===== config.mk =====
export PLATFORM = sky130hd
export DESIGN_NAME = pe_dual_watchdog
export DESIGN_NICKNAME = d
export VERILOG_FILES = /design/src/rtl/pe_wd_pkg.sv /design/src/rtl/pe_wd_limits.sv /design/src/rtl/pe_wd_timer.sv /design/src/rtl/pe_dual_watchdog.sv
export SDC_FILE = /design/constraint.sdc
export NUM_CORES = 1
export LEC_CHECK = 0
export BUFFER_PORTS_ARGS = -buffer_cell sky130_fd_sc_hd__buf_2
export CAP_MARGIN = 20
export CORE_MARGIN = 8
export CORE_UTILIZATION = 45
export CTS_CLUSTER_SIZE = 25
export DETAILED_ROUTE_END_ITERATION = 12
export GPL_TIMING_DRIVEN = 1
export HOLD_SLACK_MARGIN = 0.15
export PLACE_DENSITY = 0.61
export SETUP_SLACK_MARGIN = 0.05
export SLEW_MARGIN = 20
export SYNTH_ARGS = -nofsm -noshare
export SYNTH_HDL_FRONTEND = slang
export SYNTH_HIERARCHICAL = 1
export SYNTH_SLANG_ARGS = --single-unit

===== constraint.sdc =====
create_clock -name clk -period 2.35 [get_ports clk]
set_clock_uncertainty 0.2 [all_clocks]
set_input_delay 0.47 -clock clk [delete_from_list [all_inputs] [get_ports clk]]
set_output_delay 0.47 -clock clk [all_outputs]
set_load 0.05 [all_outputs]

===== src/rtl/pe_wd_pkg.sv =====
package pe_wd_pkg;

    localparam int unsigned PE_COUNT_DEF = 5;
    localparam int unsigned CNT_W_DEF    = 8;

    typedef enum logic {
        TMR_COMPUTE = 1'b0,
        TMR_BUSHOLD = 1'b1
    } tmr_kind_e;

    typedef struct packed {
        logic compute_trip;
        logic bus_trip;
    } trip_t;

    function automatic int unsigned idx_width(int unsigned n);
        return (n <= 1) ? 1 : $clog2(n);
    endfunction

endpackage


===== src/rtl/pe_wd_limits.sv =====
module pe_wd_limits
    import pe_wd_pkg::*;
#(
    parameter int unsigned NUM_PE = PE_COUNT_DEF,
    parameter int unsigned CNT_W  = CNT_W_DEF,
    parameter int unsigned IDX_W  = idx_width(NUM_PE)
) (
    input  logic                           clk,
    input  logic                           rst,
    input  logic                           wr_en,
    input  tmr_kind_e                      wr_kind,
    input  logic [IDX_W-1:0]               wr_idx,
    input  logic [CNT_W-1:0]               wr_val,
    output logic [NUM_PE-1:0][CNT_W-1:0]   lim_compute,
    output logic [NUM_PE-1:0][CNT_W-1:0]   lim_bus
);

    for (genvar i = 0; i < NUM_PE; i++) begin : g_slot
        logic hit;
        assign hit = wr_en && (wr_idx == IDX_W'(i));

        always_ff @(posedge clk) begin
            if (rst) begin
                lim_compute[i] <= '0;
                lim_bus[i]     <= '0;
            end else if (hit) begin
                if (wr_kind == TMR_BUSHOLD) begin
                    lim_bus[i] <= wr_val;
                end else begin
                    lim_compute[i] <= wr_val;
                end
            end
        end
    end

endmodule


===== src/rtl/pe_wd_timer.sv =====
module pe_wd_timer #(
    parameter int unsigned CNT_W = 8
) (
    input  logic             clk,
    input  logic             rst,
    input  logic             cancel,
    input  logic             start,
    input  logic             hold,
    input  logic [CNT_W-1:0] limit,
    output logic             fire
);

    localparam logic [CNT_W-1:0] ONE = CNT_W'(1);

    logic             armed;
    logic [CNT_W-1:0] elapsed;

    always_ff @(posedge clk) begin
        if (rst) begin
            armed   <= 1'b0;
            elapsed <= '0;
            fire    <= 1'b0;
        end else begin
            fire <= 1'b0;
            if (cancel) begin
                armed <= 1'b0;
            end else if (start) begin
                armed   <= (limit != '0);
                elapsed <= '0;
            end else if (armed) begin
                if (!hold) begin
                    armed <= 1'b0;
                end else if (elapsed == limit - ONE) begin
                    fire  <= 1'b1;
                    armed <= 1'b0;
                end else begin
                    elapsed <= elapsed + ONE;
                end
            end
        end
    end

endmodule


===== src/rtl/pe_dual_watchdog.sv =====
module pe_dual_watchdog
    import pe_wd_pkg::*;
#(
    parameter int unsigned NUM_PE = PE_COUNT_DEF,
    parameter int unsigned CNT_W  = CNT_W_DEF,
    parameter int unsigned IDX_W  = idx_width(NUM_PE)
) (
    input  logic              clk,
    input  logic              rst,
    input  logic              cfg_we,
    input  logic              cfg_kind,
    input  logic [IDX_W-1:0]  cfg_idx,
    input  logic [CNT_W-1:0]  cfg_limit,
    input  logic [NUM_PE-1:0] load_done,
    input  logic [NUM_PE-1:0] running,
    input  logic [NUM_PE-1:0] out_ack,
    input  logic [NUM_PE-1:0] out_valid,
    output logic [NUM_PE-1:0] pe_rst,
    output logic [NUM_PE-1:0] drop_proc,
    output logic [NUM_PE-1:0] drop_bus
);

    logic [NUM_PE-1:0][CNT_W-1:0] lim_compute;
    logic [NUM_PE-1:0][CNT_W-1:0] lim_bus;
    tmr_kind_e                    kind_sel;
    trip_t                        trips [NUM_PE];

    assign kind_sel = tmr_kind_e'(cfg_kind);

    pe_wd_limits #(
        .NUM_PE (NUM_PE),
        .CNT_W  (CNT_W),
        .IDX_W  (IDX_W)
    ) u_limits (
        .clk         (clk),
        .rst         (rst),
        .wr_en       (cfg_we),
        .wr_kind     (kind_sel),
        .wr_idx      (cfg_idx),
        .wr_val      (cfg_limit),
        .lim_compute (lim_compute),
        .lim_bus     (lim_bus)
    );

    for (genvar i = 0; i < NUM_PE; i++) begin : g_pe
        logic kill;
        assign kill = trips[i].compute_trip | trips[i].bus_trip;

        pe_wd_timer #(.CNT_W(CNT_W)) u_compute (
            .clk    (clk),
            .rst    (rst),
            .cancel (kill),
            .start  (load_done[i]),
            .hold   (running[i]),
            .limit  (lim_compute[i]),
            .fire   (trips[i].compute_trip)
        );

        pe_wd_timer #(.CNT_W(CNT_W)) u_bushold (
            .clk    (clk),
            .rst    (rst),
            .cancel (kill),
            .start  (out_ack[i]),
            .hold   (out_valid[i]),
            .limit  (lim_bus[i]),
            .fire   (trips[i].bus_trip)
        );

        assign pe_rst[i]    = kill;
        assign drop_proc[i] = trips[i].compute_trip;
        assign drop_bus[i]  = trips[i].bus_trip;
    end

endmodule


# == Yosys cells after proc, flatten, opt, wreduce, memory -nomap -nowiden ==
# Index checks and enable logic that the tools add are counted.
# word_totals
reg_bits,180
output_inout_bits,15
word_cells,276
in_bits,35
# op_classes
reduce_logical,71
bitwise_logic,31
add_sub_neg,20
n_eq_ne,24
muxes,90
# op_table
op,n
8-bit two-way mux,40
8-bit by 1-bit adder with 8-bit output (second input constant),10
8-bit == test,10
8-bit nonzero test,10
8-bit by 1-bit subtractor with 8-bit output (second input constant),10
1-bit two-way mux,50
5-bit OR reduction,10
4-bit AND reduction,10
2-bit nonzero test,20
1-bit inverter,26
2-bit != test (second input constant),10
2-bit AND reduction,10
2-bit OR reduction,5
3-bit by 2-bit == test with 1-bit output (second input constant),2
1-bit logical AND,5
1-bit OR,5
3-bit by 1-bit == test with 1-bit output (second input constant),1
3-bit == test (second input constant),1
3-bit logical NOT,1

# == Longest topological paths before layout ==
# Gate-level depths: netlist of run 1.
# logic_depth
word_depth,6
ltp_mapped,10
depth_no_buf,8

# == Modules after synthesis ==
# The synthesis of run 1 kept the hierarchy.
# modules_own_cells
mod,area_each_um2,cells_per_inst,seq_area_each_um2,n_inst
pe_wd_timer,772.0,96,200.2,10
pe_wd_limits,3165.5,283,1601.5,1
pe_dual_watchdog,68.8,10,0.0,1

# == Least setup slack after synthesis of run 1 ==
# OpenSTA, ideal clock, no wires.
# synth_path
path_kind,register to register
startpoint,reg u_limits/lim_bus[0] (netlist bit)
endpoint,reg g_pe[0].u_bushold.armed
arrival_ns,2.187
n_path_buf,2
stages_incl_launch_ff,11
t_required_ns,2.035
slack_ns,-0.152
synth_period_minus_slack_ns,2.502
path_cell_list,dfxtp_1 inv_1 ha_1 clkbuf_1 o21bai_1 a211oi_1 a211oi_2 a2111oi_4 buf_6 nor3_2 o21a_1
# synth_between
elab_chain_cells,6
elab_cells_between_ends,7
# synth_rtl
element,line,source
start: declaration,pe_wd_limits.sv:15,output logic [NUM_PE-1:0][CNT_W-1:0] lim_bus
start signal: indexed assignment,pe_wd_limits.sv:28,lim_bus[i] <= wr_val;
8-bit by 1-bit subtractor with 8-bit output,pe_wd_timer.sv:33,end else if (elapsed == limit - ONE) begin
8-bit == test,pe_wd_timer.sv:33,
1-bit two-way mux,pe_wd_timer.sv:33,
1-bit two-way mux,pe_wd_timer.sv:31,if (!hold) begin
1-bit two-way mux,pe_wd_timer.sv:30,end else if (armed) begin
1-bit two-way mux (*),pe_wd_timer.sv:27,end else if (start) begin
end signal: assignment,pe_wd_timer.sv:28,armed <= (limit != '0);
end: declaration,pe_wd_timer.sv:15,logic armed;
# Every way passes the cells marked *; elsewhere a longest branch is shown, timed or not.
# A chain may end at the register's enable or synchronous reset.

# == Worst setup path after layout of run 1 ==
# layout_path
startpoint,reg u_limits/lim_compute[16] (netlist bit)
endpoint,reg g_pe[2].u_compute.armed
# layout_between
elab_chain_cells,6
elab_cells_between_ends,7
# layout_rtl
element,line,source
start: declaration,pe_wd_limits.sv:14,"output logic [NUM_PE-1:0][CNT_W-1:0] lim_compute,"
start signal: indexed assignment,pe_wd_limits.sv:30,lim_compute[i] <= wr_val;
8-bit by 1-bit subtractor with 8-bit output,pe_wd_timer.sv:33,
8-bit == test,pe_wd_timer.sv:33,
1-bit two-way mux,pe_wd_timer.sv:33,
1-bit two-way mux,pe_wd_timer.sv:31,
1-bit two-way mux,pe_wd_timer.sv:30,
1-bit two-way mux (*),pe_wd_timer.sv:27,
end signal: assignment,pe_wd_timer.sv:28,
end: declaration,pe_wd_timer.sv:15,
# Marks and branches as above.

==> impl_metrics.py, run 1 <==
metrics = {
    "outcome": {
        "status": "finished with violations",
        "failed_checks": "setup timing",
    },
    "timing": {
        "finalSetupViolations": 2,
        "rsz0062_at_grt": "true",
        "slew-limit-headroom_pct": 61.0,
        "min_period_ns": 2.38,
        "worstMarginPinSlew_ns": 0.585,
        "setup-tns-final_ns": -0.0295,
        "period_share_pct": 101,
        "fmax_mhz": 421,
        "drv_slew": 0,
        "timing_hold_violations_final": 0,
        "finalWorstSetupSlack_ns": -0.0261,
    },
    "floorplan": {
        "initial_core_util_pct": 45.4,
        "die_h_um": 172,
        "fp.coreArea_sq_um": 24100,
        "io_pins": 50,
        "die-area_sq_um": 29600,
        "rows": 57,
        "die_w_um": 172,
    },
    "setup_path": {
        "worst_setup_path_end_kind": "flop",
        "arrival_ns": 2.50,
        "cp_max_fo": 6,
        "start_kind": "flop",
        "cp.required_ns": 2.47,
        "path_class": "flop to flop",
    },
    "clock_tree": {
        "clock_sinks": 180,
        "cts_tree": "built",
        "cts-root-buf": "clkbuf_16",
        "htreeDepth": 4,
        "clk_pin_slew_ns": 0.07,
        "clk_latency_ns": 0.42,
        "cts_buffers": 17,
        "cts.path.max_buffers": 2,
    },
    "place": {
        "routabilityCongestion": 0.812,
        "place_hpwl_um": 17700,
        "port_buffers": 49,
        "postPlaceCellArea_sq_um": 12200,
    },
    "finish": {
        "finalInstanceArea_sq_um": 14200,
        "mostFrequentLayoutCells": "dfxtp_1, nand2b_1, buf_4, mux2i_1, nand2_1",
        "syn2layout_area_growth_pct": 29.9,
        "fillers": 2132,
        "nets": 1452,
        "layout_commonest_cell": "dfxtp_1",
        "antenna_cells": 0,
        "layout-drive-gt1-share_pct": 36.2,
    },
    "yosys": {
        "ys_types": 45,
        "yosys-top-cells-area": "dfxtp_1, mux2i_1, nand2b_1",
        "synth_flop_cell": "dfxtp_1",
        "synth-seq-cells": 180,
        "synth_cells": 1253,
        "synth_edf_count": 0,
        "synthesis.area_sq_um": 11000,
        "synth_fp_nets": 1308,
        "seq_area_frac_synth_pct": 32.9,
        "ys_warn_count": 6,
        "async_flop_share_pct": 0,
        "avgSynthCellArea_sq_um": 8.74,
        "synth_largest_area_cell": "dfxtp_1",
        "yosysTopAreaCellShare_pct": 32.9,
    },
    "route": {
        "viasPerCell": 5.47,
        "detailedRoute.firstPassIterationCount": 4,
        "wl_per_cell_um": 15.5,
        "vias": 9475,
        "wl_um": 26800,
        "drtIter0Drc": 396,
        "ant_nets": 0,
        "remaining_drc_errors": 0,
    },
    "global_routing": {
        "grt_pass1_wl_um": 42100,
        "grt_pass1_vias": 8722,
        "overflow": 0,
        "grt_use_total_pct": 17.2,
        "antenna_found_initial": 0,
        "grt_max_degree": 58,
    },
    "power_and_ir_drop": {
        "p_total_mw": 6.59,
        "power_leakage_nw": 5.35,
        "ir_drop_uv": 372,
        "pwr-share-clk_pct": 44.8,
        "internal-power_mw": 5.08,
        "power.switching_mw": 1.52,
        "sw_frac_of_total_pct": 23.0,
        "pwr-share-seq_pct": 46.9,
        "pwr-share-comb_pct": 8.3,
        "power-per-cell-area_nw_per_um2": 463,
    },
    "job": {
        "maxCapViolCount": 0,
    },
    "min_path": {
        "hold_path_class": "primary input to flop",
    },
}
cell type report:
cell class              instances  area [sq um]  area share (%)
inverters                      30           125           0.879
repair buffers                189          1460            10.3
clock buffers                  22           475            3.34
flip-flops and latches        180          3720            26.2
clock inverters                 9           126           0.888
well taps                     324           405            2.85
multi-input cells             979          7920            55.6
power groups by stage:
stage | combinational (mW) | sequential (mW) | clock, mW
CTS | 0.504 | 3.11 | 3.02
floorplan | 0.335 | 3.17 | 0
global placement | 0.485 | 3.17 | 0
global route | 0.596 | 3.10 | 3.15
finish | 0.548 | 3.09 | 2.95
detailed placement | 0.488 | 3.17 | 0
worst max-delay path, cell delays in order, from the launching register on:
cell	delay, ns
dfxtp_4	0.40
inv_2	0.05
ha_4	0.21
xnor2_2	0.12
or4_4	0.43
a2111oi_4	0.40
buf_4	0.23
nor3_4	0.05
o21a_1	0.18
synth_stat cells, types with 5 or more instances:
cell	n
nand2b_1	108
nor3_2	20
nand2_2	7
buf_1	10
dfxtp_1	180
or4_1	30
nor2_1	61
nand4_1	20
a31oi_1	20
a211oi_2	10
xnor2_1	70
o21a_1	10
buf_6	11
and3_1	30
o21ai_0	20
clkbuf_1	29
or2_1	5
inv_1	30
nor3_1	20
o21ai_1	30
a211oi_1	10
or2_2	10
a2111oi_4	10
buf_2	8
and2_1	10
mux2i_1	100
ha_1	20
or4_4	10
nor4_2	10
nor2b_1	11
o21bai_1	10
o31ai_1	30
a21oi_1	100
o22ai_1	10
nand2_1	90
or3_1	40
buf_4	5
nand3b_1	20
xor2_1	20
logic make-up after synthesis:
| family | share of synthesized area, % |
|---|---|
| compound gates | 16.3 |
| xor+xnor | 7.20 |
| fa+ha+maj | 2.28 |
| buf+inv | 4.25 |
| flops | 32.9 |
| mux | 9.14 |
| simple gates | 27.9 |
final timing paths:
| kind | startpoint | cells past startpoint | endpoint | slack (ns) |
|---|---|---|---|---|
| setup / recovery | u_limits/lim_compute[16]$_SDFFE_PP0P_ | 8 | g_pe[2].u_compute/armed$_SDFF_PP0_ | -0.03 |
| hold / removal | out_ack[1] | 3 | g_pe[1].u_bushold/elapsed[0]$_SDFFE_PP0P_ | 0.16 |
| setup reg to reg | u_limits/lim_compute[16]$_SDFFE_PP0P_ | 8 | g_pe[2].u_compute/armed$_SDFF_PP0_ | -0.03 |
| hold reg to reg | g_pe[2].u_bushold/elapsed[7]$_SDFFE_PP0P_ | 2 | g_pe[2].u_bushold/elapsed[7]$_SDFFE_PP0P_ | 0.30 |
layer usage:
layer	part of all wire, %	global-route usage (%)	vias to the layer above	wire (um)
met2	49	29.3	101	13200
met5	0	0	-	0
met4	1.1	3.97	0	295
met3	2.5	2.97	23	663
li1	-	-	4794	-
met1	47	22.4	4557	12700
through the flow:
| step | utilization, % | setup slack, ns | hold WS [ns] | std cells |
|---|---|---|---|---|
| after floorplan | - | 0.0692 | 0.264 | 1253 |
| after global placement | 50.6 | -0.00307 | 0.278 | 1651 |
| after detailed placement | 50.6 | -0.0414 | 0.286 | 1651 |
| after CTS | 54.2 | 0.0316 | 0.151 | 1692 |
| after global routing | 59.1 | -0.118 | 0.167 | 1733 |
| final | 59.1 | -0.0261 | 0.164 | 1733 |
registers in the layout (all words and copies together), names as in the netlist:
signal	flops
g_pe.u_compute/armed	5
g_pe.u_bushold/fire	5
g_pe.u_compute/fire	5
u_limits/lim_compute	40
g_pe.u_bushold/elapsed	40
u_limits/lim_bus	40
g_pe.u_compute/elapsed	40
g_pe.u_bushold/armed	5
what timing repair did:
item,CTS,global route
endpoints found under the setup margin,47,82
endpoints found under the hold margin,4,0
pin swaps,22,155
setup buffers,3,38
gates cloned,4,4
hold buffers,4,0
resized for setup,35,213
No activity file was read; power rests on OpenSTA's default activity.
==> run 2, diff against run 1 <==
--- a/config.mk
+++ b/config.mk
@@ -7,6 +7,7 @@
 export LEC_CHECK = 0
 export BUFFER_PORTS_ARGS = -buffer_cell sky130_fd_sc_hd__buf_2
 export CAP_MARGIN = 20
+export CORE_ASPECT_RATIO = 1.1
 export CORE_MARGIN = 8
 export CORE_UTILIZATION = 45
 export CTS_CLUSTER_SIZE = 25
==> impl_metrics.py, run 2 (synthesis results as in run 1) <==
metrics = {
    "floorplan": {
        "die-area_sq_um": 29600,
        "initial_core_util_pct": 45.3,
        "fp.coreArea_sq_um": 24200,
        "rows": 60,
        "die_h_um": 180,
        "io_pins": 50,
        "die_w_um": 165,
    },
    "power_and_ir_drop": {
        "ir_drop_uv": 287,
        "power_leakage_nw": 5.40,
        "p_total_mw": 6.58,
        "power-per-cell-area_nw_per_um2": 462,
    },
    "timing": {
        "min_period_ns": 2.34,
        "period_share_pct": 99.6,
        "finalSetupViolations": 0,
        "rsz0062_at_grt": "true",
        "timing_hold_violations_final": 0,
        "drv_slew": 0,
        "fmax_mhz": 427,
        "slew-limit-headroom_pct": 59.3,
        "setup-tns-final_ns": 0,
        "worstMarginPinSlew_ns": 0.611,
    },
    "setup_path": {
        "worst-path-stages": 7,
        "start_kind": "flop",
        "path_class": "flop to flop",
        "cp_top_family": "simple AND/OR/NAND/NOR gates",
        "cp_max_fo": 4,
        "startpoint": "u_limits/lim_bus[2]$_SDFFE_PP0P_",
        "worst_setup_path_end_kind": "flop",
        "path_buf_inv": 1,
        "slowest_delay_ns": 0.47,
        "r2r_start": "u_limits/lim_bus[2]$_SDFFE_PP0P_",
        "r2r_slack_ns": 0.009,
        "worstPathCellList": "nor4_4, a21oi_2, a211oi_2, a2111oi_4, buf_4, or4_4, a21oi_2",
        "arrival_ns": 2.51,
        "path_common_cell": "a21oi_2",
        "r2r-end": "g_pe[0].u_bushold/elapsed[5]$_SDFFE_PP0P_",
        "crit_slowest_cell": "or4_4",
        "crit_end": "g_pe[0].u_bushold/elapsed[5]$_SDFFE_PP0P_",
        "r2r_cells": 7,
        "cp.required_ns": 2.51,
    },
    "clock_tree": {
        "cts-root-buf": "clkbuf_16",
        "cts.path.max_buffers": 2,
        "clock_sinks": 180,
        "clk_latency_ns": 0.43,
        "cts_buffers": 17,
        "cts_tree": "built",
        "clk_pin_slew_ns": 0.07,
        "htreeDepth": 4,
    },
    "route": {
        "vias": 9587,
        "viasPerCell": 5.51,
        "drtIter0Drc": 439,
        "wl_per_cell_um": 15.5,
        "detailedRoute.firstPassIterationCount": 4,
        "ant_nets": 0,
        "remaining_drc_errors": 0,
        "wl_um": 26900,
    },
    "finish": {
        "antenna_cells": 0,
        "final-instance-count-excl-fill": 1740,
        "layout-drive-gt1-share_pct": 36.2,
        "nets": 1472,
        "syn2layout_area_growth_pct": 29.8,
        "mostFrequentLayoutCells": "dfxtp_1, buf_4, nand2b_1, mux2i_1, nand2_1",
        "finalInstanceArea_sq_um": 14200,
        "layout_commonest_cell": "dfxtp_1",
    },
    "global_routing": {
        "grt_pass1_wl_um": 43300,
        "grt_use_total_pct": 17.4,
        "overflow": 0,
        "grt_pass1_vias": 9079,
        "grt_max_degree": 68,
        "antenna_found_initial": 2,
    },
    "place": {
        "place_hpwl_um": 18000,
        "routabilityCongestion": 0.780,
        "placed_cells": 1649,
        "port_buffers": 49,
        "postPlaceCellArea_sq_um": 12200,
    },
    "outcome": {
        "status": "completed",
    },
    "job": {
        "maxCapViolCount": 0,
    },
    "min_path": {
        "hold_path_class": "primary input to flop",
    },
}
==> run 2: power by group <==
group	internal, mW	switching [mW]
Clock	1.60	1.33
Combinational	0.276	0.292
Sequential	3.05	0.0367
Total	4.92	1.66
==> run 2: worst min-delay path by stage <==
stage,to,start,cells past startpoint
global placement,g_pe[0].u_compute/elapsed[7]$_SDFFE_PP0P_,g_pe[0].u_compute/elapsed[7]$_SDFFE_PP0P_,2
CTS,g_pe[3].u_compute/elapsed[0]$_SDFFE_PP0P_,load_done[3],3
global route,g_pe[2].u_compute/elapsed[0]$_SDFFE_PP0P_,load_done[2],3
detailed placement,g_pe[0].u_compute/elapsed[7]$_SDFFE_PP0P_,g_pe[0].u_compute/elapsed[7]$_SDFFE_PP0P_,2
floorplan,g_pe[0].u_bushold/elapsed[7]$_SDFFE_PP0P_,g_pe[0].u_bushold/elapsed[7]$_SDFFE_PP0P_,2
finish,g_pe[2].u_compute/elapsed[0]$_SDFFE_PP0P_,load_done[2],3
==> run 2: through the flow <==
| stage | worst slack, ns | hold slack [ns] | util [%] |
|---|---|---|---|
| 2_1_floorplan | 0.0692 | 0.264 | - |
| 3_3_place_gp | -0.0518 | 0.278 | 50.7 |
| 3_5_place_dp | -0.104 | 0.283 | 50.7 |
| 4_1_cts | 0.0275 | 0.153 | 55.0 |
| 5_1_grt | -0.0948 | 0.173 | 58.8 |
| 6_report | 0.00904 | 0.170 | 58.8 |
==> run 2: tightest hold or removal path, cell delays in order <==
cell,delay [ns]
buf_2,0.12
or3_1,0.11
mux2i_1,0.06
==> run 2: layout make-up <==
type	count	area (sq um)
fillers	2150	9950
multi-input cells	979	7780
clock buffers	17	425
inverters	30	123
flip-flops and latches	180	3740
repair buffers	209	1590
clock inverters	15	169
well taps	310	388
==> run 2: timing repair <==
| item | in CTS | in global routing |
|---|---|---|
| resized for setup | 62 | 169 |
| endpoints found under the hold margin | 8 | 0 |
| buffers inserted | 20 | 30 |
| hold buffers | 6 | 0 |
| gates cloned | 3 | 1 |
| pin swaps | 44 | 127 |
| endpoints found under the setup margin | 57 | 76 |
==> run 2: routing by layer <==
metal	up-vias	global-route usage [%]	share of wire [%]
met4	4	3.86	0.70
met2	98	29.1	50
met3	17	3.38	3.0
met1	4642	22.8	47
li1	4826	-	-
met5	-	0	0.10
==> run 3, diff against run 2 <==
--- a/config.mk
+++ b/config.mk
@@ -5,16 +5,16 @@
 export SDC_FILE = /design/constraint.sdc
 export NUM_CORES = 1
 export LEC_CHECK = 0
-export BUFFER_PORTS_ARGS = -buffer_cell sky130_fd_sc_hd__buf_2
 export CAP_MARGIN = 20
 export CORE_ASPECT_RATIO = 1.1
 export CORE_MARGIN = 8
 export CORE_UTILIZATION = 45
 export CTS_CLUSTER_SIZE = 25
 export DETAILED_ROUTE_END_ITERATION = 12
+export DONT_BUFFER_PORTS = 1
 export GPL_TIMING_DRIVEN = 1
 export HOLD_SLACK_MARGIN = 0.15
-export PLACE_DENSITY = 0.61
+export PLACE_DENSITY = 0.59
 export SETUP_SLACK_MARGIN = 0.05
 export SLEW_MARGIN = 20
 export SYNTH_ARGS = -nofsm -noshare
==> impl_metrics.py, run 3 (synthesis results as in run 1) <==
metrics = {
    "outcome": {
        "status": "completed",
    },
    "floorplan": {
        "rows": 60,
        "io_pins": 50,
        "die-area_sq_um": 29600,
        "initial_core_util_pct": 45.3,
        "fp.coreArea_sq_um": 24200,
        "die_h_um": 180,
        "die_w_um": 165,
    },
    "finish": {
        "regArea_sq_um": 3730,
        "multiInputGateArea_sq_um": 7930,
        "finalInstanceArea_sq_um": 14300,
        "layout_commonest_cell": "dfxtp_1",
        "final-instance-count-excl-fill": 1705,
        "layout-drive-gt1-share_pct": 34.3,
        "fillers": 2107,
        "antenna_cells": 0,
        "syn2layout_area_growth_pct": 30.8,
        "nets": 1437,
        "mostFrequentLayoutCells": "dfxtp_1, buf_4, nand2b_1, mux2i_1, nand2_1",
    },
    "setup_path": {
        "slowest_delay_ns": 0.49,
        "crit_slowest_cell": "or4_4",
        "path_class": "flop to flop",
        "worst_setup_path_end_kind": "flop",
        "start_kind": "flop",
        "r2r-end": "g_pe[3].u_compute/elapsed[3]$_SDFFE_PP0P_",
        "arrival_ns": 2.44,
        "worstPathCellList": "inv_4, ha_4, xnor2_2, or4_4, a2111oi_4, buf_6, buf_6, or3_4, a21oi_2",
        "r2r_cells": 9,
        "r2r_slack_ns": 0.03,
        "path_common_cell": "buf_6",
        "r2r_start": "u_limits/lim_compute[24]$_SDFFE_PP0P_",
        "cp_max_fo": 6,
        "cp.required_ns": 2.47,
    },
    "timing": {
        "finalSetupViolations": 0,
        "fmax_mhz": 430,
        "rsz0062_at_grt": "true",
        "timing_hold_violations_final": 0,
        "slew-limit-headroom_pct": 44.6,
        "finalWorstSetupSlack_ns": 0.0261,
        "period_share_pct": 98.9,
        "drv_slew": 0,
        "worstMarginPinSlew_ns": 0.832,
        "min_period_ns": 2.32,
    },
    "job": {
        "maxCapViolCount": 0,
    },
    "place": {
        "port_buffers": 0,
        "placed_cells": 1597,
        "dp_slack_ns": -0.0693,
        "postPlaceCellArea_sq_um": 12000,
        "place_hpwl_um": 17700,
        "routabilityCongestion": 0.821,
    },
    "clock_tree": {
        "htreeDepth": 4,
        "cts-root-buf": "clkbuf_16",
        "cts_tree": "built",
        "clock_sinks": 180,
        "clk_latency_ns": 0.43,
        "cts.path.max_buffers": 2,
        "cts_buffers": 17,
        "clk_pin_slew_ns": 0.07,
    },
    "global_routing": {
        "grt_util_met1_pct": 22.7,
        "globalRoute.busiestLayer": "met2",
        "grt_max_degree": 114,
        "antenna_found_initial": 0,
        "grt_use_met2_pct": 29.5,
        "grt_pass1_vias": 9038,
        "grt_use_total_pct": 17.6,
        "overflow": 0,
        "use_met3_pct": 2.86,
        "grt_pass1_wl_um": 43600,
    },
    "route": {
        "viasPerCell": 5.58,
        "remaining_drc_errors": 0,
        "drtIter0Drc": 434,
        "ant_nets": 0,
        "detailedRoute.firstPassIterationCount": 4,
        "wl_um": 27800,
        "wl_per_cell_um": 16.3,
        "vias": 9509,
    },
    "min_path": {
        "hold_path_end": "g_pe[2].u_bushold/elapsed[0]$_SDFFE_PP0P_",
        "hold_start": "out_valid[2]",
        "hold_path_class": "primary input to flop",
        "hold_depth": 3,
    },
    "power_and_ir_drop": {
        "p_total_mw": 6.67,
        "power-per-cell-area_nw_per_um2": 466,
        "ir_drop_uv": 369,
        "power_leakage_nw": 5.27,
    },
}
[run 3: cell types whose count changed in the layout (fill, tap and decap cells not counted), moves of 3 or more]
cell	delta
o31ai_4	+5
o31ai_1	-10
o21ai_1	-7
clkinv_4	-4
dfxtp_4	-6
dfxtp_2	+8
or3_1	-3
or3_4	+3
buf_4	-7
buf_2	-48
dlygate4sd3_1	+23
buf_6	-6
o21ai_2	+6
o31ai_2	+5
[run 3: worst max path at each step]
| stage | from | end | slack (ns) | cells after the start |
|---|---|---|---|---|
| finish | u_limits/lim_compute[24]$_SDFFE_PP0P_ | g_pe[3].u_compute/elapsed[3]$_SDFFE_PP0P_ | 0.03 | 9 |
| global route | u_limits/lim_compute[36]$_SDFFE_PP0P_ | g_pe[4].u_compute/elapsed[6]$_SDFFE_PP0P_ | -0.09 | 8 |
| CTS | u_limits/lim_compute[8]$_SDFFE_PP0P_ | g_pe[1].u_compute/elapsed[6]$_SDFFE_PP0P_ | 0.05 | 9 |
| detailed placement | u_limits/lim_compute[3]$_SDFFE_PP0P_ | g_pe[0].u_compute/elapsed[6]$_SDFFE_PP0P_ | -0.07 | 7 |
| global placement | u_limits/lim_bus[3]$_SDFFE_PP0P_ | g_pe[0].u_bushold/elapsed[5]$_SDFFE_PP0P_ | -0.02 | 7 |
| floorplan | u_limits/lim_bus[0]$_SDFFE_PP0P_ | g_pe[0].u_bushold/armed$_SDFF_PP0_ | 0.07 | 9 |
[run 3: stage by stage]
step	setup TNS [ns]	util (%)	hold WS [ns]
global route	-1.10	59.3	0.167
global placement	-0.0672	49.5	0.276
CTS	0	54.3	0.151
detailed placement	-1.10	49.5	0.286
floorplan	0	-	0.264
finish	0	59.3	0.167
[run 3: where the power goes]
part	switching, mW	internal (mW)
registers	0.0377	3.06
clock network	1.29	1.74
logic	0.277	0.275
[run 3: layout make-up]
type                    count  share of cell area, %
clock buffers              20                   3.41
clock inverters            12                  0.961
inverters                  30                  0.891
multi-input cells         979                   55.3
flip-flops and latches    180                   26.1
well taps                 310                   2.71
repair buffers            174                   10.6
[run 3: metal layers]
layer | wire, um | part of all wire, %
met5 | 0 | 0
met1 | 12600 | 45
met4 | 256 | 0.92
met2 | 13900 | 50
met3 | 949 | 3.4
[run 3: critical path, delay by kind of cell, from the launching register on]
family / cells / cell delay, ns
AND/OR/NAND/NOR: 2 / 0.61
XOR/XNOR: 1 / 0.13
AO/OA/AOI/OAI: 2 / 0.30
adder cells (fa/ha/maj): 1 / 0.23
flip-flops: 1 / 0.39
buffers and inverters: 3 / 0.35
[run 3: what timing repair did]
| action | CTS | global route |
|---|---|---|
| endpoints found under the hold margin | 178 | 0 |
| resized for setup | 39 | 210 |
| gates cloned | 5 | 1 |
| setup buffers | 2 | 39 |
| hold buffers | 30 | 0 |
| endpoints found under the setup margin | 57 | 82 |
| pin swaps | 22 | 150 |
